<file path="config.mk">
export PLATFORM = sky130hd
export DESIGN_NAME = sync_serial_tx
export DESIGN_NICKNAME = d
export VERILOG_FILES = /design/src/rtl/sstx_pkg.sv /design/src/rtl/sstx_bitclk.sv /design/src/rtl/sstx_hold.sv /design/src/rtl/sstx_engine.sv /design/src/rtl/sync_serial_tx.sv
export SDC_FILE = /design/constraint.sdc
export NUM_CORES = 1
export LEC_CHECK = 0
export ABC_AREA = 1
export BUFFER_PORTS_ARGS = -buffer_cell sky130_fd_sc_hd__buf_2
export CORE_UTILIZATION = 55
export CTS_CLUSTER_DIAMETER = 150
export DETAILED_ROUTE_END_ITERATION = 7
export GPL_ROUTABILITY_DRIVEN = 0
export HOLD_SLACK_MARGIN = 0.06
export PLACE_DENSITY_LB_ADDON = 0.25
export SLEW_MARGIN = 15
export SYNTH_ARGS = -nofsm -noshare
export SYNTH_HDL_FRONTEND = slang
export SYNTH_SLANG_ARGS = --single-unit
</file>
<file path="constraint.sdc">
create_clock -name clk -period 6.7 [get_ports clk]
set_input_delay 1.34 -clock clk [delete_from_list [all_inputs] [get_ports clk]]
set_output_delay 1.34 -clock clk [all_outputs]
set_load 0.05 [all_outputs]
</file>
<file path="src/rtl/sstx_pkg.sv">
// Shared types and constants for the serial transmitter.
package sstx_pkg;

    // Smallest legal length field value (bits per word minus one).
    localparam int MIN_WORD_LEN = 2;

    // Framing options the engine needs; static while enabled.
    typedef struct packed {
        logic lsb_first;
        logic early;
        logic free_run;
    } frame_cfg_t;

endpackage

</file>
<file path="src/rtl/sstx_bitclk.sv">
// Bit-clock source: internal divider or synchronized external clock.
// Produces the bit-clock level and a one-cycle tick on the launch edge.
// Assumes the external clock half period spans at least three clk cycles.
module sstx_bitclk #(
    parameter int DIV_W       = 16,
    parameter int SYNC_STAGES = 2
) (
    input  logic             clk,
    input  logic             rst_n,
    input  logic             run,
    input  logic             use_int,
    input  logic             launch_fall,
    input  logic [DIV_W-1:0] div,
    input  logic             ext_clk,
    output logic             sclk,
    output logic             tick
);
    localparam int HIST = SYNC_STAGES;

    logic [DIV_W-1:0]     cnt_q;
    logic                 bclk_q;
    logic [SYNC_STAGES:0] sync_q;
    logic                 div_hit;
    logic                 int_edge;
    logic                 ext_edge;
    logic                 pre_level;

    assign div_hit = (cnt_q >= div);

    // Divider: toggle the internal bit clock every div+1 cycles.
    always_ff @(posedge clk) begin
        if (!rst_n || !run || !use_int) begin
            cnt_q  <= '0;
            bclk_q <= 1'b0;
        end else if (div_hit) begin
            cnt_q  <= '0;
            bclk_q <= ~bclk_q;
        end else begin
            cnt_q  <= cnt_q + DIV_W'(1);
        end
    end

    // Synchronizer plus one history stage for edge detection.
    always_ff @(posedge clk) begin
        if (!rst_n) begin
            sync_q <= '0;
        end else begin
            sync_q <= {sync_q[SYNC_STAGES-1:0], ext_clk};
        end
    end

    // Edge selection: tick when the chosen clock leaves the launch level.
    always_comb begin
        int_edge  = run && use_int && div_hit;
        ext_edge  = run && !use_int && (sync_q[HIST-1] != sync_q[HIST]);
        pre_level = use_int ? bclk_q : sync_q[HIST];
        tick      = (int_edge || ext_edge) && (pre_level == launch_fall);
        sclk      = pre_level;
    end

    // divider count never passes the programmed limit while it is stable.
    a_r3_cnt_bounded: assert property (@(posedge clk) disable iff (!rst_n)
        (run && use_int && $stable(div) && cnt_q <= div) |=> (cnt_q <= div));

endmodule

</file>
<file path="src/rtl/sstx_hold.sv">
// One-entry holding register between the handshake and the engine.
// Assumes the engine only takes when the register is full.
module sstx_hold #(
    parameter int DATA_W = 32
) (
    input  logic              clk,
    input  logic              rst_n,
    input  logic              wr_valid,
    input  logic [DATA_W-1:0] wr_data,
    input  logic              take,
    output logic              full,
    output logic [DATA_W-1:0] word
);
    // Storage: load on accepted write, empty on engine take.
    always_ff @(posedge clk) begin
        if (!rst_n) begin
            full <= 1'b0;
            word <= '0;
        end else if (take) begin
            full <= 1'b0;
        end else if (wr_valid && !full) begin
            full <= 1'b1;
            word <= wr_data;
        end
    end

    // a held word stays put until taken.
    a_r12_keep_word: assert property (@(posedge clk) disable iff (!rst_n)
        (full && !take) |=> (full && $stable(word)));

    // the engine never takes from an empty register.
    a_r12_take_full: assert property (@(posedge clk) disable iff (!rst_n)
        take |-> full);

endmodule

</file>
<file path="src/rtl/sstx_engine.sv">
// Framing engine: one output slot per launch tick. Decides frame starts,
// places frame sync (late or early), sends bits in the chosen order and
// tracks underflow. Assumes configuration is static while run is high.
module sstx_engine
    import sstx_pkg::*;
#(
    parameter int DATA_W = 32,
    parameter int LEN_W  = 5
) (
    input  logic              clk,
    input  logic              rst_n,
    input  logic              run,
    input  logic              tick,
    input  logic [LEN_W-1:0]  len_cfg,
    input  frame_cfg_t        fcfg,
    input  logic              hold_full,
    input  logic [DATA_W-1:0] hold_word,
    input  logic              uf_clear,
    output logic              take,
    output logic              dout,
    output logic              fs_act,
    output logic              underflow
);
    localparam int               IDX_W     = $clog2(DATA_W);
    localparam logic [LEN_W-1:0] LEN_FLOOR = LEN_W'(MIN_WORD_LEN);

    logic              busy_q, armed_q, dout_q, fs_q, uf_q;
    logic [LEN_W-1:0]  remain_q, nxt_len_q;
    logic [IDX_W-1:0]  idx_q;
    logic [DATA_W-1:0] word_q, nxt_q, last_q;

    logic [LEN_W-1:0]  eff_len, first_len;
    logic              cont, decide, avail, start, begin_word;
    logic [DATA_W-1:0] pick_word, first_word;
    logic [IDX_W-1:0]  first_idx, step_idx;

    // Slot decision: continue the word, begin a word, or idle.
    always_comb begin
        eff_len    = (len_cfg < LEN_FLOOR) ? LEN_FLOOR : len_cfg;
        cont       = busy_q && (remain_q != '0);
        avail      = hold_full || fcfg.free_run;
        pick_word  = hold_full ? hold_word : last_q;
        if (fcfg.early) begin
            decide = !armed_q && (!cont || remain_q == LEN_W'(1));
        end else begin
            decide = !cont;
        end
        start      = run && tick && decide && avail;
        begin_word = fcfg.early ? armed_q : start;
        first_word = fcfg.early ? nxt_q : pick_word;
        first_len  = fcfg.early ? nxt_len_q : eff_len;
        first_idx  = fcfg.lsb_first ? '0 : IDX_W'(first_len);
        step_idx   = fcfg.lsb_first ? idx_q + IDX_W'(1) : idx_q - IDX_W'(1);
    end

    assign take      = start && hold_full;
    assign dout      = dout_q;
    assign fs_act    = fs_q;
    assign underflow = uf_q;

    // Slot sequencer: drive data and frame sync once per launch tick.
    always_ff @(posedge clk) begin
        if (!rst_n || !run) begin
            busy_q   <= 1'b0;
            armed_q  <= 1'b0;
            remain_q <= '0;
            idx_q    <= '0;
            dout_q   <= 1'b0;
            fs_q     <= 1'b0;
        end else if (tick) begin
            fs_q    <= start;
            armed_q <= fcfg.early && start;
            if (begin_word) begin
                idx_q    <= first_idx;
                dout_q   <= first_word[first_idx];
                remain_q <= first_len;
                busy_q   <= 1'b1;
            end else if (cont) begin
                idx_q    <= step_idx;
                dout_q   <= word_q[step_idx];
                remain_q <= remain_q - LEN_W'(1);
            end else begin
                busy_q   <= 1'b0;
                dout_q   <= 1'b0;
            end
        end
    end

    // Word storage: word in flight, prefetched word, last word sent.
    always_ff @(posedge clk) begin
        if (!rst_n) begin
            word_q    <= '0;
            nxt_q     <= '0;
            nxt_len_q <= '0;
            last_q    <= '0;
        end else begin
            if (run && tick && begin_word) begin
                word_q <= first_word;
            end
            if (start) begin
                nxt_q     <= pick_word;
                nxt_len_q <= eff_len;
                last_q    <= pick_word;
            end
        end
    end

    // Underflow flag: set on an empty-register frame, cleared on request.
    always_ff @(posedge clk) begin
        if (!rst_n) begin
            uf_q <= 1'b0;
        end else if (start && !hold_full) begin
            uf_q <= 1'b1;
        end else if (uf_clear) begin
            uf_q <= 1'b0;
        end
    end

    // outputs move only on launch ticks while running.
    a_r7_hold_between_ticks: assert property (@(posedge clk) disable iff (!rst_n)
        (run && !tick) |=> ($stable(dout_q) && $stable(fs_q)));

    // disabled engine drives idle outputs.
    a_r2_idle_when_off: assert property (@(posedge clk) disable iff (!rst_n)
        (!run) |=> (!dout_q && !fs_q));

    // frame sync never spans two consecutive slots.
    a_r9_fs_single_slot: assert property (@(posedge clk) disable iff (!rst_n)
        (run && tick && fs_q) |=> !fs_q);

    // underflow stays set until a clear request.
    a_r13_uf_sticky: assert property (@(posedge clk) disable iff (!rst_n)
        (uf_q && !uf_clear) |=> uf_q);

    // underflow can only arise in free-running framing.
    a_r11_uf_needs_free: assert property (@(posedge clk) disable iff (!rst_n)
        $rose(uf_q) |-> $past(fcfg.free_run));

endmodule

</file>
<file path="src/rtl/sync_serial_tx.sv">
// Top of the serial transmitter: bit-clock source, holding register and
// framing engine. Frame-sync polarity is applied at the pin.
// Assumes configuration inputs change only while cfg_enable is low.
module sync_serial_tx
    import sstx_pkg::*;
#(
    parameter int DATA_W = 32,
    parameter int LEN_W  = 5,
    parameter int DIV_W  = 16
) (
    input  logic              clk,
    input  logic              rst_n,
    input  logic              cfg_enable,
    input  logic              cfg_int_clk,
    input  logic [DIV_W-1:0]  cfg_div,
    input  logic [LEN_W-1:0]  cfg_len,
    input  logic              cfg_lsb_first,
    input  logic              cfg_fall_edge,
    input  logic              cfg_fs_low,
    input  logic              cfg_fs_early,
    input  logic              cfg_fs_free,
    input  logic              ext_sclk,
    input  logic              s_valid,
    input  logic [DATA_W-1:0] s_data,
    output logic              s_ready,
    input  logic              uf_clear,
    output logic              ser_sclk,
    output logic              ser_dout,
    output logic              ser_fs,
    output logic              st_hold_empty,
    output logic              st_underflow
);
    logic              tick;
    logic              hold_full;
    logic [DATA_W-1:0] hold_word;
    logic              take;
    logic              fs_act;
    frame_cfg_t        fcfg;

    assign fcfg = '{lsb_first: cfg_lsb_first, early: cfg_fs_early,
                    free_run: cfg_fs_free};

    sstx_bitclk #(.DIV_W(DIV_W), .SYNC_STAGES(2)) u_bitclk (
        .clk         (clk),
        .rst_n       (rst_n),
        .run         (cfg_enable),
        .use_int     (cfg_int_clk),
        .launch_fall (cfg_fall_edge),
        .div         (cfg_div),
        .ext_clk     (ext_sclk),
        .sclk        (ser_sclk),
        .tick        (tick)
    );

    sstx_hold #(.DATA_W(DATA_W)) u_hold (
        .clk      (clk),
        .rst_n    (rst_n),
        .wr_valid (s_valid),
        .wr_data  (s_data),
        .take     (take),
        .full     (hold_full),
        .word     (hold_word)
    );

    sstx_engine #(.DATA_W(DATA_W), .LEN_W(LEN_W)) u_engine (
        .clk       (clk),
        .rst_n     (rst_n),
        .run       (cfg_enable),
        .tick      (tick),
        .len_cfg   (cfg_len),
        .fcfg      (fcfg),
        .hold_full (hold_full),
        .hold_word (hold_word),
        .uf_clear  (uf_clear),
        .take      (take),
        .dout      (ser_dout),
        .fs_act    (fs_act),
        .underflow (st_underflow)
    );

    assign ser_fs        = fs_act ^ cfg_fs_low;
    assign s_ready       = !hold_full;
    assign st_hold_empty = !hold_full;

endmodule

</file>
## After elaboration in Yosys (flattened, before gate mapping)

Index checks and enable logic that the tools add are counted.

- Bits in registers: 137
- Input port bits: 65
- Output and inout bits: 6
- Logic and storage cells: 88

- Add/subtract/negate cells: 4
- Order comparisons: 4
- Eq/ne operators: 4
- Mux-type cells: 23
- Bitwise logic cells: 4
- Reductions and logical operators: 34

Operator list:

| cell | number |
|---|---|
| $mux 32 | 2 |
| $mux 5 | 8 |
| $add 16x1->16 const B | 1 |
| $ge 16x16->1 | 1 |
| $logic_and 1x1->1 | 15 |
| $lt 5x6->1 const B | 2 |
| $mux 1 | 11 |
| $bmux 1 s5 | 2 |
| $sub 5x1->5 const B | 2 |
| $logic_not 1->1 | 6 |
| $reduce_and 2->1 | 3 |
| $add 5x1->5 const B | 1 |
| $eq 5x1->1 const B | 1 |
| $logic_or 1x1->1 | 5 |
| $lt 5x2->1 const B | 1 |
| $reduce_bool 5->1 | 1 |
| $reduce_bool 2->1 | 2 |
| $reduce_or 2->1 | 2 |
| $not 1->1 | 3 |
| $ne 2x2->1 const B | 1 |
| $eq 1x1->1 | 1 |
| $ne 1x1->1 | 1 |
| $xor 1x1->1 | 1 |

## Logic depth before layout (Yosys ltp)

Gate-level depths: netlist of the first run.

- Depth in word-level cells: 11
- Depth in mapped cells: 19
- Depth with buffers taken out: 19

## By module

From an unflattened synthesis of the first run, not the netlist that was laid out.

- Cells, all modules: 1104
- Area, all modules: 7556.0 um^2

By module, submodules not included:

| module | instances | cells each | area each (um^2) | sequential area each (um^2) |
|---|---|---|---|---|
| sstx_engine | 1 | 708 | 4830.9 | 1681.6 |
| sstx_hold | 1 | 207 | 1367.6 | 660.6 |
| sstx_bitclk | 1 | 182 | 1327.5 | 400.4 |
| sync_serial_tx | 1 | 7 | 30.0 | 0.0 |

## Least setup slack after synthesis of the first run

Ideal clock, no wire load.

- Path kind: in2reg
- From: input cfg_lsb_first
- To: register u_engine.dout_q, in the netlist u_engine.dout
- Setup time: 0.070 ns
- Arrival time: 3.359 ns
- Required time: 6.630 ns
- Path slack: 3.271 ns
- Cell stages on the path: 13
- Path through: buf_2 -> clkinv_1 -> clkbuf_1 -> ha_1 -> xnor2_1 -> inv_1 -> nand2_1 -> nand3_1 -> nand3_1 -> nand3_1 -> a21oi_1 -> nand2_1 -> a21oi_1

- Word-level cells in the longest chain between the ends: 5

Ends and longest elaborated chain:

| what | RTL line | text |
|---|---|---|
| from (decl) | sync_serial_tx.sv:17 | `input logic cfg_lsb_first,` |
| $mux 5 | sstx_engine.sv:53 | `step_idx = fcfg.lsb_first ? idx_q + IDX_W'(1) : idx_q - IDX_W'(1);` |
| $bmux 1 s5 | sstx_engine.sv:80 | `dout_q <= word_q[step_idx];` |
| $mux 1 (implied by the code) | sstx_engine.sv:80 |  |
| $mux 1 | sstx_engine.sv:78 | `end else if (cont) begin` |
| $mux 1 * | sstx_engine.sv:73 | `if (begin_word) begin` |
| to (signal assigned) | sstx_engine.sv:75 | `dout_q <= first_word[first_idx];` |
| to (signal assigned) | sstx_engine.sv:80 |  |
| to (decl) | sstx_engine.sv:27 | `logic busy_q, armed_q, dout_q, fs_q, uf_q;` |

Mark *: on every way between the ends. The rest lies on a longest branch, timed or not. The select of a mux whose other input is x is not followed.
A chain may end at the register's enable or synchronous reset.

## Worst setup path after layout of the first run

- From: input cfg_fs_early
- To: register u_engine.idx_q[3]

- Word-level cells in the longest chain between the ends: 6

Ends and longest elaborated chain:

| what | RTL line | text |
|---|---|---|
| from (decl) | sync_serial_tx.sv:20 | `input logic cfg_fs_early,` |
| $mux 1 | sstx_engine.sv:43 | `if (fcfg.early) begin` |
| $logic_and 1x1->1 (2 in series) | sstx_engine.sv:48 | `start = run && tick && decide && avail;` |
| $mux 1 | sstx_engine.sv:49 | `begin_word = fcfg.early ? armed_q : start;` |
| $reduce_bool 2->1 (no line) | - |  |
| $reduce_and 2->1 (no line) | - |  |
| to (signal assigned) | sstx_engine.sv:74 | `idx_q <= first_idx;` |
| to (signal assigned) | sstx_engine.sv:79 | `idx_q <= step_idx;` |
| to (decl) | sstx_engine.sv:29 | `logic [IDX_W-1:0] idx_q;` |

Parallel ways exist; a longest one is shown, timed or not.

==> flow_metrics.tcl, run 1 <==
set metrics [dict create \
    grt_pass1_wl_um 28900 \
    fin_crit_ns 4.21 \
    cts.sinks 137 \
    hpwl_um 11400 \
    synthCells 1047 \
    intPower_mw 1.59 \
    fin_worst_skew_ns 0.00743 \
    synth_common_cells "187 x nand2_1, 168 x o21ai_0, 137 x dfxtp_1" \
    hp-class "flop to flop" \
    avgRoutedWirePerCell_um 13.7 \
    ctsResizeCount 0 \
    clk_pin_slew_ns 0.06 \
    power_frac_comb_pct 10.5 \
    synth_async_sr_flop_share_pct 0 \
    power.total_mw 2.11 \
    cts_setup_buffers 0 \
    syn_nets 1135 \
    synth_area_mm2 0.00714 \
    drc_errors 0 \
    p_switching_mw 0.519 \
    syn_avg_cell_area_um2 6.82 \
    vias 6807 \
    cts_hold_buf 0 \
    ys_seq_area_share_pct 38.4 \
    grt_setup_unrepaired "false" \
    max_slew.worst_pin.slew_ns 1.10 \
    p_leak_nw 3.55 \
    max_stage_delay_ns 0.71 \
    cts_tree "yes" \
    dieArea_mm2 0.0134 \
    h-tree-depth 4 \
    initial_core_util_pct 56.6 \
    dp_slack_ns 2.07 \
    finalHoldViolCount 0 \
    drtIter0Drc 633 \
    setup_tns_ns 0 \
    worstPathCellList "buf_2 -> nand3_1 -> o21ai_1 -> nand2_1 -> clkinv_1 -> nand4_4 -> nand2_4 -> nand3_4 -> nand2_1 -> inv_2 -> nor2_1 -> nor2_1" \
    synth_top_area_share_pct 38.4 \
    synth_cell_types 41 \
    fin_nets 1168 \
    period_share_pct 62.9 \
    final_layout_size_suffix_gt1_share_pct 12.1 \
    port_buffers 70 \
    worst_slack_ns 2.49 \
    cp-start-kind "input port" \
    crit_path_end_kind "flop" \
    grt_pass1_vias 6150 \
    ir_worst_vdd_uv 310 \
    yosysMostFrequentCell "nand2_1" \
    power_frac_seq_pct 40.7 \
    clock_path_buffers 2 \
    clkPwrFrac_pct 48.8 \
    p_per_area_mw_per_mm2 259 \
    crit_type "input port to flop" \
    area_growth_pct 13.9 \
    core_area_mm2 0.0126 \
    grtUsageTotal_pct 27.6 \
    via_per_inst 5.38 \
    yosys.area.top_type "dfxtp_1" \
    rows 41 \
    cap_violations 0 \
    grt_max_degree 88 \
    worst-path-buf-inv 3 \
    cp_max_fo 63 \
    routed_wl_um 17300 \
    ys_ff_latch 137 \
    dr.pass1.iters 6 \
    fill_cells 1172 \
    fmax_mhz 237 \
    clk_latency_ns 0.43 \
    relSlewSlack_pct 26.7 \
    die_h_um 116 \
    cts_buffers 17 \
    die_w_um 116 \
    status "complete, no violations" \
    required_ns 7.01 \
    synth_edf_count 0 \
    boundaryPins 71 \
    antenna_found_initial 0 \
    ys.flop_type "dfxtp_1" \
    cpMaxStageDelayCell "buf_2" \
    root_buffer "clkbuf_16" \
    ant_nets 0 \
    yosysWarnings 0 \
    synth.area.top_cells "dfxtp_1 38%, o21ai_0 12%, nand2_1 9.8%, nor2_1 6.3%, a21oi_1 6.2%" \
    swShare_pct 24.6 \
    n_antenna_cell 0 \
    setup_viol 0 \
    overflow 0 \
    crit_arrival_ns 4.53 \
    slew_violations 0 \
    final_core_util_pct 64.4 \
    cp_top_family "simple AND/OR/NAND/NOR gates" \
]
placed cells by master, fill, tap and decap left out, drive strengths merged, types with 8 or more instances in the layout:
cell type    n
a21oi       88
a31oi        9
buf         73
clkbuf      22
dfxtp      137
ha          22
inv        105
nand2      191
nand3       75
nor2       122
o211ai       8
o21ai      170
or2         14
xor2         8
per-stage QoR:
step | hold WS, ns | area (µm²) | cells
global route | 0.443 | 8130 | 1265
finish | 0.420 | 8130 | 1265
CTS | 0.417 | 8130 | 1265
global placement | 0.393 | 7470 | 1233
floorplan | 0.390 | 7140 | 1047
detailed placement | 0.402 | 7470 | 1233
state kept, by name, summed over array words and instances (netlist names), 3 cells and up:
register,flops
u_bitclk.sync_q,3
u_engine.idx_q,5
u_bitclk.cnt_q,16
u_engine.word_q,32
u_engine.nxt_len_q,5
u_engine.remain_q,5
u_hold.word,32
u_engine.nxt_q,32
metal layers:
layer  wire length, µm  GRT usage (%)  part of all wire (%)  up-vias
met1              7690           35.1                    44     3014
met4               385           11.5                   2.2        0
met3              1020           6.12                   5.9       39
met5                 0              0                     0        -
li1                  -              -                     -     3513
met2              8210           45.4                    47      241
power groups by stage:
stage	clock [mW]	combinational, mW	sequential [mW]
after floorplan	0	0.157	0.871
after global placement	0	0.215	0.873
after detailed placement	0	0.217	0.874
after CTS	1.04	0.220	0.857
after global routing	1.08	0.251	0.860
final	1.03	0.222	0.857
cell type report:
class	count	area [µm²]	area share, %
Multi-Input combinational cell	743	3740	46.0
Sequential cell	137	2740	33.7
Clock buffer	22	494	6.08
Inverter	108	405	4.99
Timing Repair Buffer	73	373	4.59
Tap cell	172	215	2.65
Clock inverter	10	163	2.00
tightest hold or removal path, cell delays in order, from the launching register on:
cell and delay [ns]:
dfxtp_1 0.31, nand2_1 0.05, inv_1 0.04
worst paths after layout:
check                startpoint                 end  slack, ns  cells past startpoint
max                cfg_fs_early   u_engine.idx_q[3]       2.49                     12
min          u_bitclk.sync_q[0]  u_bitclk.sync_q[1]       0.42                      2
max reg2reg   u_engine.idx_q[0]       u_engine.dout       3.15                     11
min reg2reg  u_bitclk.sync_q[0]  u_bitclk.sync_q[1]       0.42                      2
kinds of logic after synthesis:
| group | count (synthesis) | share of synthesized area [%] |
|---|---|---|
| simple gates | 420 | 25.6 |
| compound gates | 286 | 20.9 |
| flops | 137 | 38.4 |
| xor+xnor | 14 | 1.72 |
| fa+ha+maj | 23 | 4.14 |
| buf+inv | 167 | 9.22 |
No activity file was read; power rests on OpenSTA's default activity.
==> run 2: changes to the inputs <==
--- a/config.mk
+++ b/config.mk
@@ -5,7 +5,7 @@
 export SDC_FILE = /design/constraint.sdc
 export NUM_CORES = 1
 export LEC_CHECK = 0
-export ABC_AREA = 1
+export ABC_AREA = 0
 export BUFFER_PORTS_ARGS = -buffer_cell sky130_fd_sc_hd__buf_2
 export CORE_UTILIZATION = 55
 export CTS_CLUSTER_DIAMETER = 150
==> constraint.sdc (replaced) <==
create_clock -name clk -period 4.2 [get_ports clk]
set_input_delay 0.84 -clock clk [delete_from_list [all_inputs] [get_ports clk]]
set_output_delay 0.84 -clock clk [all_outputs]
set_load 0.05 [all_outputs]
==> flow_metrics.tcl, run 2 <==
set metrics [dict create \
    synth_async_sr_flop_share_pct 0 \
    cts_hold_buf 0 \
    routed_wl_um 15000 \
    grt_setup_unrepaired "false" \
    yosysMostFrequentCell "nand2_1" \
    initial_core_util_pct 57.0 \
    status "complete, no violations" \
    grt_pass1_vias 5404 \
    power.total_mw 2.98 \
    finalHoldViolCount 0 \
    finalNonFillerCells 997 \
    dr.pass1.iters 5 \
    slew_violations 0 \
    setup_viol 0 \
    grt_max_degree 114 \
    root_buffer "clkbuf_16" \
    period_share_pct 73.7 \
    whs_ns 0.435 \
    relSlewSlack_pct 27.0 \
    reg_top3 "u_engine.nxt_q x32, u_engine.word_q x32, u_hold.word x32" \
    cts_setup_buffers 0 \
    fill_cells 1021 \
    fmax_mhz 323 \
    ant_nets 0 \
    syn_nets 866 \
    cp-start-kind "input port" \
    cts_tree "yes" \
    core_area_mm2 0.0121 \
    max_slew.worst_pin.slew_ns 1.09 \
    crit_type "input port to flop" \
    holdPathStages 1 \
    r2r_cells 8 \
    cap_violations 0 \
    final_common_cell "nand2_1" \
    clock_path_buffers 2 \
    fin_worst_skew_ns 0.00464 \
    dp.cells 968 \
    via_per_inst 5.63 \
    cts.sinks 137 \
    clk_pin_slew_ns 0.05 \
    area_growth_pct 13.1 \
    fin_crit_ns 3.10 \
    drc_errors 0 \
    hpwl_um 10500 \
    worst-path-buf-inv 1 \
    required_ns 4.51 \
    synth_edf_count 0 \
    ctsResizeCount 0 \
    h-tree-depth 4 \
    avgRoutedWirePerCell_um 15.1 \
    vias 5609 \
    cpMaxStageDelayCell "fa_1" \
    port_buffers 70 \
    cts_buffers 17 \
    synth_cell_types 60 \
    die_h_um 114 \
    drtIter0Drc 334 \
    cp_max_fo 12 \
    dieArea_mm2 0.0130 \
    crit_cells 7 \
    p_leak_nw 3.58 \
    die_w_um 114 \
    ys.flop_type "dfxtp_1" \
    grt_pass1_wl_um 25100 \
    rows 40 \
    synth_area_mm2 0.00690 \
    synthCells 778 \
    setup_tns_ns 0 \
    ys_ff_latch 137 \
    fin_nets 907 \
    crit_path_end_kind "flop" \
    clk_latency_ns 0.42 \
    synth_top_area_share_pct 39.7 \
    ys_seq_area_share_pct 39.7 \
    boundaryPins 71 \
    syn_avg_cell_area_um2 8.87 \
    yosys.area.top_type "dfxtp_1" \
    n_antenna_cell 0 \
    final_layout_size_suffix_gt1_share_pct 16.4 \
    crit_arrival_ns 3.40 \
    critPathMostFrequentCell "mux4_2" \
    final_cell_mix "152 x nand2_1, 137 x dfxtp_1, 69 x buf_2" \
    max_stage_delay_ns 0.87 \
    synth_common_cells "152 x nand2_1, 137 x dfxtp_1, 45 x nand3_1" \
    antenna_found_initial 0 \
    grtUsageTotal_pct 24.5 \
    ir_worst_vdd_uv 264 \
    yosysWarnings 0 \
    hp-class "flop to flop" \
    worstPathCellList "buf_2 -> fa_1 -> mux4_2 -> mux4_2 -> mux2i_1 -> o31ai_1 -> a32o_1" \
    cp_top_family "multiplexers" \
    p_per_area_mw_per_mm2 382 \
    overflow 0 \
    synth.area.top_cells "dfxtp_1 40%, nand2_1 8.3%, mux2i_1 5.4%, o211a_1 4.8%, mux4_2 4.2%" \
]
[run 2: changes by cell type after synthesis, moves of 30 or more]
cell,change
mux2i_1,+37
nor2_1,-83
a21boi_0,+32
inv_1,-72
o21ai_0,-152
a21oi_1,-69
o211a_1,+33
o21ai_1,+30
nand2_1,-35
[run 2: layout make-up]
cell class              count  area (µm²)  share of cell area, %
multi-input cells         559        3780                   48.4
flip-flops and latches    137        2740                   35.1
repair buffers             77         418                   5.35
inverters                  27         101                   1.30
well taps                 168         210                   2.69
clock inverters             2        35.0                  0.449
clock buffers              27         523                   6.70
[run 2: kinds of logic after synthesis]
group	Yosys count	share of synthesized area, %
fa+ha+maj	23	4.28
compound gates	176	18.8
simple gates	282	18.1
flops	137	39.7
xor+xnor	21	2.66
mux	57	10.7
buf+inv	82	5.71
[run 2: metal layers]
metal	routed length [µm]	part of all wire (%)	GRT usage, %	up-vias
met4	467	3.1	12.4	0
met2	7070	47	39.6	133
met3	644	4.3	5.37	39
met1	6850	46	31.0	2631
met5	0	0	0	-
li1	-	-	-	2806
[run 2: path summary, 6_finish.rpt]
path	start	to	slack, ns
worst min register to register	u_bitclk.sync_q[0]	u_bitclk.sync_q[1]	0.44
worst max-delay path	cfg_lsb_first	u_engine.dout	1.10
worst min-delay path	u_bitclk.sync_q[0]	u_bitclk.sync_q[1]	0.44
worst max register to register	u_engine.idx_q[0]	u_engine.dout	1.12
[run 2: per-stage QoR]
stage	setup WS (ns)	area [µm²]	utilization, %
final	1.10	7810	64.5
after global routing	0.993	7810	64.5
after CTS	1.11	7810	64.5
after detailed placement	0.707	7250	59.9
after global placement	0.765	7250	59.9
after floorplan	1.04	6900	-
[run 2: report_power, final]
group	leakage, nW	switching, mW	internal, mW	total (mW)
Combinational	2.19	0.138	0.0903	0.228
Clock	0.275	0.511	0.898	1.41
Sequential	1.11	0.0197	1.33	1.35
Total	3.58	0.668	2.32	2.98
